==> config.mk <==
export PLATFORM = sky130hd
export DESIGN_NAME = kbd_wake_ctrl
export DESIGN_NICKNAME = d
export VERILOG_FILES = /design/src/rtl/kbd_wake_pkg.sv /design/src/rtl/kbd_sync.sv /design/src/rtl/kbd_edge_qual.sv /design/src/rtl/kbd_flag.sv /design/src/rtl/kbd_wake_ctrl.sv
export SDC_FILE = /design/constraint.sdc
export NUM_CORES = 1
export LEC_CHECK = 0
export ABC_CLOCK_PERIOD_IN_PS = 3850
export BUFFER_PORTS_ARGS = -buffer_cell sky130_fd_sc_hd__clkbuf_2
export CAP_MARGIN = 20
export CORE_MARGIN = 1
export CORE_UTILIZATION = 40
export DETAILED_ROUTE_END_ITERATION = 12
export PLACE_DENSITY = 0.59
export SETUP_SLACK_MARGIN = 0.2
export SLEW_MARGIN = 0
export SYNTH_ARGS = -nofsm -noshare
export SYNTH_HDL_FRONTEND = slang
export SYNTH_SLANG_ARGS = --single-unit
==> constraint.sdc <==
create_clock -name clk -period 3.85 [get_ports clk]
set_input_delay 0.385 -clock clk [delete_from_list [all_inputs] [get_ports clk]]
set_output_delay 0.385 -clock clk [all_outputs]
set_load 0.01 [all_outputs]
==> src/rtl/kbd_wake_pkg.sv <==
// Shared helpers for the keyboard wake controller.
// Assumes: polarity bit 1 means a pin is pressed when high.
package kbd_wake_pkg;

    // Returns 1 when a raw pin level matches its pressed level.
    function automatic logic is_pressed(input logic raw, input logic pol);
        return ~(raw ^ pol);
    endfunction

endpackage

==> src/rtl/kbd_sync.sv <==
// Two-flop synchronizer for a vector of asynchronous pins.
// Assumes: rst_val is the released level of each pin, so that reset
// leaves every pin reading as released.
module kbd_sync #(
    parameter int WIDTH = 8
) (
    input  logic             clk,
    input  logic             rst_n,
    input  logic [WIDTH-1:0] rst_val,
    input  logic [WIDTH-1:0] din,
    output logic [WIDTH-1:0] dout
);
    logic [WIDTH-1:0] stage1;

    // Two-stage capture of the raw pins.
    always_ff @(posedge clk) begin
        if (!rst_n) begin
            stage1 <= rst_val;
            dout   <= rst_val;
        end else begin
            stage1 <= din;
            dout   <= stage1;
        end
    end
endmodule

==> src/rtl/kbd_edge_qual.sv <==
// Normalizes synchronized pins to "pressed" and detects qualifying edges.
// An edge qualifies when one or more enabled pins rise and every other
// enabled pin was released and still is. A pin whose enable or polarity
// changed in this cycle cannot rise. Edges are suppressed in stop mode.
module kbd_edge_qual
    import kbd_wake_pkg::*;
#(
    parameter int WIDTH = 8
) (
    input  logic             clk,
    input  logic             rst_n,
    input  logic [WIDTH-1:0] sync_in,
    input  logic [WIDTH-1:0] pin_en,
    input  logic [WIDTH-1:0] pin_pol,
    input  logic             stop_mode,
    output logic             qual_edge,
    output logic             any_act
);
    logic [WIDTH-1:0] act;
    logic [WIDTH-1:0] prev;
    logic [WIDTH-1:0] en_q;
    logic [WIDTH-1:0] pol_q;
    logic [WIDTH-1:0] cfg_chg;
    logic [WIDTH-1:0] rise;
    logic [WIDTH-1:0] busy;

    // Per-pin pressed level, masked by the pin's enable.
    for (genvar i = 0; i < WIDTH; i++) begin : g_norm
        assign act[i] = is_pressed(sync_in[i], pin_pol[i]) & pin_en[i];
    end

    // Rise detection and the all-others-released qualification.
    always_comb begin
        cfg_chg   = (pin_en ^ en_q) | (pin_pol ^ pol_q);
        rise      = act & ~prev & ~cfg_chg;
        busy      = (act | (prev & pin_en)) & ~rise;
        qual_edge = (|rise) && (busy == '0) && !stop_mode;
        any_act   = |act;
    end

    // Previous sample and the configuration history used for change detection.
    always_ff @(posedge clk) begin
        if (!rst_n) begin
            prev  <= '0;
            en_q  <= pin_en;
            pol_q <= pin_pol;
        end else begin
            prev  <= act;
            en_q  <= pin_en;
            pol_q <= pin_pol;
        end
    end

    // the previous sample leaves reset at the released level.
    a_r11_prev_released: assert property (@(posedge clk) disable iff (!rst_n)
        $past(!rst_n) |-> (prev == '0));
endmodule

==> src/rtl/kbd_flag.sv <==
// Status flag: set by qualifying edges, or held by pressed pins in level
// mode; cleared by the write-one acknowledge unless a set or hold applies.
module kbd_flag (
    input  logic clk,
    input  logic rst_n,
    input  logic qual_edge,
    input  logic any_act,
    input  logic lvl_mode,
    input  logic ack_wr,
    output logic flag
);
    logic hold;
    logic set_now;
    logic clr_now;

    // Set, hold and clear terms; set has priority over clear.
    always_comb begin
        hold    = lvl_mode & any_act;
        set_now = qual_edge | hold;
        clr_now = ack_wr & ~hold;
    end

    // Flag register.
    always_ff @(posedge clk) begin
        if (!rst_n)       flag <= 1'b0;
        else if (set_now) flag <= 1'b1;
        else if (clr_now) flag <= 1'b0;
    end

    // a qualifying edge always leaves the flag set.
    a_r2_edge_sets: assert property (@(posedge clk) disable iff (!rst_n)
        qual_edge |=> flag);
    // in level mode, a pressed pin keeps the flag set.
    a_r6_level_holds: assert property (@(posedge clk) disable iff (!rst_n)
        (lvl_mode && any_act) |=> flag);
    // in edge-only mode, an acknowledge without a new edge clears the flag.
    a_r7_ack_clears: assert property (@(posedge clk) disable iff (!rst_n)
        (ack_wr && !lvl_mode && !qual_edge) |=> !flag);
    // the flag never rises without a cause.
    a_r11_no_spurious: assert property (@(posedge clk) disable iff (!rst_n)
        $rose(flag) |-> $past(qual_edge || (lvl_mode && any_act)));
endmodule

==> src/rtl/kbd_wake_ctrl.sv <==
// Keyboard wake interrupt controller top.
// Assumes: pins are asynchronous to clk; ack_wr is a single-cycle strobe;
// the wake path is combinational so it works with clocks stopped.
module kbd_wake_ctrl
    import kbd_wake_pkg::*;
#(
    parameter int NUM_KEYS = 8
) (
    input  logic                clk,
    input  logic                rst_n,
    input  logic [NUM_KEYS-1:0] key_in,
    input  logic [NUM_KEYS-1:0] pin_en,
    input  logic [NUM_KEYS-1:0] pin_pol,
    input  logic                lvl_mode,
    input  logic                irq_en,
    input  logic                ack_wr,
    input  logic                stop_mode,
    output logic                flag,
    output logic                irq,
    output logic                wake
);
    logic [NUM_KEYS-1:0] key_sync;
    logic [NUM_KEYS-1:0] raw_act;
    logic                qual_edge;
    logic                any_act;

    kbd_sync #(.WIDTH(NUM_KEYS)) u_sync (
        .clk    (clk),
        .rst_n  (rst_n),
        .rst_val(~pin_pol),
        .din    (key_in),
        .dout   (key_sync)
    );

    kbd_edge_qual #(.WIDTH(NUM_KEYS)) u_qual (
        .clk      (clk),
        .rst_n    (rst_n),
        .sync_in  (key_sync),
        .pin_en   (pin_en),
        .pin_pol  (pin_pol),
        .stop_mode(stop_mode),
        .qual_edge(qual_edge),
        .any_act  (any_act)
    );

    kbd_flag u_flag (
        .clk      (clk),
        .rst_n    (rst_n),
        .qual_edge(qual_edge),
        .any_act  (any_act),
        .lvl_mode (lvl_mode),
        .ack_wr   (ack_wr),
        .flag     (flag)
    );

    // Unsynchronized pressed levels used only by the stop-mode wake path.
    for (genvar i = 0; i < NUM_KEYS; i++) begin : g_raw
        assign raw_act[i] = is_pressed(key_in[i], pin_pol[i]) & pin_en[i];
    end

    // Interrupt request and asynchronous wake.
    always_comb begin
        irq  = flag & irq_en;
        wake = stop_mode & (|raw_act);
    end
endmodule

==> run summary <==
GRT
--------------------------------------------------------------------------------
Maximum number of pins on one net before global-route repair                  43
Number of antenna violations at the first check in global routing              0
GRT Util Overall                                                           0.173
Vias in the first global route                                              1270
First-pass GRT wire length                                               5810 um
Congestion Overflow GR                                                         0

DETAILED ROUTING
--------------------------------------------------------------------------------
Remaining DRCs                                                                 0
Wire length reported by the detailed router                              3510 um
Routed length per placed instance                                        12.6 um
DR vias                                                                     1455
Initial DRC Count                                                             78
Drt first pass iters                                                           4
Average vias per placed instance                                            5.22
Post-route antenna net violation count                                         0

FLOORPLAN
--------------------------------------------------------------------------------
Count of boundary I/O pins                                                    33
Die X-Extent                                                             68.8 um
Area enclosed by the die boundary                                      4730 um^2
Core region area                                                       4140 um^2
Starting density of the core                                               0.431
Vert. Die Dim                                                            68.8 um
Cell Rows                                                                     23

YOSYS
--------------------------------------------------------------------------------
Share of cell area taken by muxes after synthesis                              0
Top-count cell post-synth                                                dfxtp_1
Number of enable-type register cells in the synthesized netlist                0
Number of library cell types mapped by synthesis                              25
Post-synthesis instance area                                           1790 um^2
Number of nets in the synthesized netlist                                    232
Yosys top cell by area                                                   dfxtp_1
Dominant combinational cell family by area after synthesis          simple AND/OR/NAND/NOR gates
Seq cells post-synth                                                          41
Portion of the post-synthesis area used by sequential elements             0.460
Largest cells by area after synthesis                               dfxtp_1, xnor2_1, nand2_1, o21ai_0, a22oi_1
Synthesized netlist cell count                                               202
Synth cell count leaders                                            dfxtp_1, nand2_1, o21ai_0, xnor2_1
Synth async-reset ratio                                                        0
Adder-Cell Fraction of Synth Area                                              0
Number of warnings printed during yosys synthesis                              0
Share of the synthesized area in the top cell type                         0.460
Synthesized-area fraction occupied by and/or/nand/nor cells                0.224
Syn avg cell area                                                      8.84 um^2
Synth Flop Type                                                          dfxtp_1
Xor and xnor area share after synthesis                                   0.0785
Complex-gate fraction of the synthesized area                              0.189

PWR
--------------------------------------------------------------------------------
Switching power as a share of total power                                  0.253
Part of the total power dissipated in combinational logic                  0.137
Leakage Power                                                           0.835 nW
Maximum ir drop on the vdd rail                                         0.191 mV
Cell Pwr Density                                                     434 nW/um^2
Reg power frac                                                             0.543
Part of the power in the clock network                                     0.320
Internal portion of total power                                       0.000653 W
Psw                                                                   0.000222 W

SETUP PATH
--------------------------------------------------------------------------------
Buffers & Inverters on Critical Path                                           0
Worst Path Arrival                                                       1940 ps
Crit-path slowest cell                                                     or3_1
Endpoint of the worst register-to-register path                      u_flag.flag
Required time reported for the critical path endpoint                    4040 ps
Type of the worst setup path                                             reg2reg
Number of cells on the worst reg-to-reg path                                   5
Critical Path End                                                    u_flag.flag
Endpoint type of the worst setup path                                       flop
Max Fanout on Critical Path                                                    5
Top delay family on crit path                                       compound AO/OA/AOI/OAI gates
Biggest cell delay along the critical path                                370 ps
Stages on the worst setup path                                                 5
CP cell instances                                                   or3_1 -> a211oi_1 -> or4_1 -> o2111ai_1 -> o32ai_1
Reg2reg setup slack                                                      2110 ps
Crit. Startpoint                                                    u_sync.dout[4]
Origin of the critical flop-to-flop path                            u_sync.dout[4]
Crit start category                                                         flop

CLOCKING
--------------------------------------------------------------------------------
Post-CTS setup buffer count                                                    0
Count of hold buffers inserted by post-cts repair                              0
CTS Buf Count                                                                  5
Buffer type at the clock tree root                                      clkbuf_8
Clock slew at reported path FFs                                            70 ps
CTS sink count                                                                41
Worst-case clock buffer depth                                                  2
Clock tree from TritonCTS                                                  built
Post-CTS sizing                                                                0
Number of levels in the clock H-tree                                           2
Clock insertion delay at the later pin of the skew report                 290 ps

TIMING
--------------------------------------------------------------------------------
Upper clock frequency limit                                            0.574 GHz
Fin crit period                                                          1740 ps
Hold violation total from the final report                                     0
Max-slew violation count                                                       0
Setup violation total in the final timing report                               0
Setup TNS                                                                   0 ps
Final cycle utilization of the critical path                               0.452
Tightest Pin Transition                                                   712 ps
Clock tree skew after final layout                                       4.86 ps
Worst slew slack as a fraction of its limit                                0.526
Unrepaired setup endpoints after global routing                            false

LAYOUT
--------------------------------------------------------------------------------
# diodes                                                                       0
Area added between synthesis and finish                                    12.8%
Filler cell count                                                            416
Layout Nets                                                                  259
End-of-flow core utilization                                               0.486
Share of post-route cells with drive strength above 1                      0.175

PLACE
--------------------------------------------------------------------------------
HPWL Detailed                                                            2560 um
Routability-driven placement congestion ratio                              0.746
Count of input and output buffers                                             32

RUN
--------------------------------------------------------------------------------
Number of violations of the max-capacitance limit                              0

MIN PATH
--------------------------------------------------------------------------------
Path category of the worst min-delay check                                in2reg

OUTCOME
--------------------------------------------------------------------------------
Result of the run                                                   finished, final reports clean

==> layer usage <==
metal	global-route usage	vias up	routed length (um)
met5	0	-	0
met4	0.0842	0	63
met3	0.0493	7	145
met2	0.252	28	1450
met1	0.233	648	1860
li1	-	772	-
==> final cells by class <==
cell class              instances  area, um^2  share of cell area
multi-input cells             147         877               0.435
flip-flops and latches         41         821               0.407
repair buffers                 32         160              0.0795
clock buffers                   7        86.3              0.0429
well taps                      50        62.6              0.0311
inverters                       2        7.51             0.00373
==> power by group through the flow <==
stage	Clock [W]	Combinational [W]	Sequential [W]
after floorplan	0	0.0000859	0.000481
after global placement	0	0.000121	0.000485
after detailed placement	0	0.000121	0.000485
after CTS	0.000290	0.000121	0.000475
after global routing	0.000303	0.000139	0.000480
final	0.000280	0.000120	0.000476
==> flip-flops by register name (all words and copies together), names as in the netlist <==
name	count
u_qual.en_q	8
u_sync.stage1	8
u_sync.dout	8
u_qual.pol_q	8
u_qual.prev	8
u_flag.flag	1
==> worst min path at each step <==
stage                                 from        endpoint  slack (ps)  cells past startpoint
after floorplan           u_sync.stage1[6]  u_sync.dout[6]         400                      2
after global placement    u_sync.stage1[6]  u_sync.dout[6]         410                      2
after detailed placement  u_sync.stage1[1]  u_sync.dout[1]         420                      2
after CTS                        pin_en[6]  u_qual.en_q[6]         270                      1
after global routing             pin_en[2]  u_qual.en_q[2]         270                      1
final                            pin_en[4]  u_qual.en_q[4]         270                      1
==> worst reg2reg max path, stage by stage, from the launching register on <==
cell and delay (ps):
dfxtp_1 350, or3_1 370, a211oi_1 310, or4_1 170, o2111ai_1 120, o32ai_1 340
==> logic make-up (layout without fill, tap and decap cells) <==
kind of cell / Yosys count / in the layout
simple gates: 79 / 79
flops: 41 / 41
xor+xnor: 16 / 16
buf+inv: 14 / 41
compound gates: 52 / 52
==> per-stage QoR <==
step	setup WS, ps	instance area, um^2	std cells	total power, W	hold WS, ps
after floorplan	2220	1790	202	0.000567	401
after global placement	1990	1930	272	0.000606	409
after detailed placement	1940	1930	272	0.000606	418
after CTS	2110	2010	279	0.000887	266
after global routing	1960	2010	279	0.000922	271
final	2110	2010	279	0.000875	272
==> placed cells by master (no fill, tap or decap), drive strengths merged <==
cell type	n
a211oi	8
a21oi	9
a22oi	8
a41oi	1
and2	1
and3	8
clkbuf	39
dfxtp	41
inv	2
nand2	32
nand3	9
nand4	2
nor2b	9
nor3	8
o2111ai	1
o21ai	16
o31ai	8
o32ai	1
or3	8
or4	2
xnor2	16
Note: power is estimated with default switching activity, not from simulation.
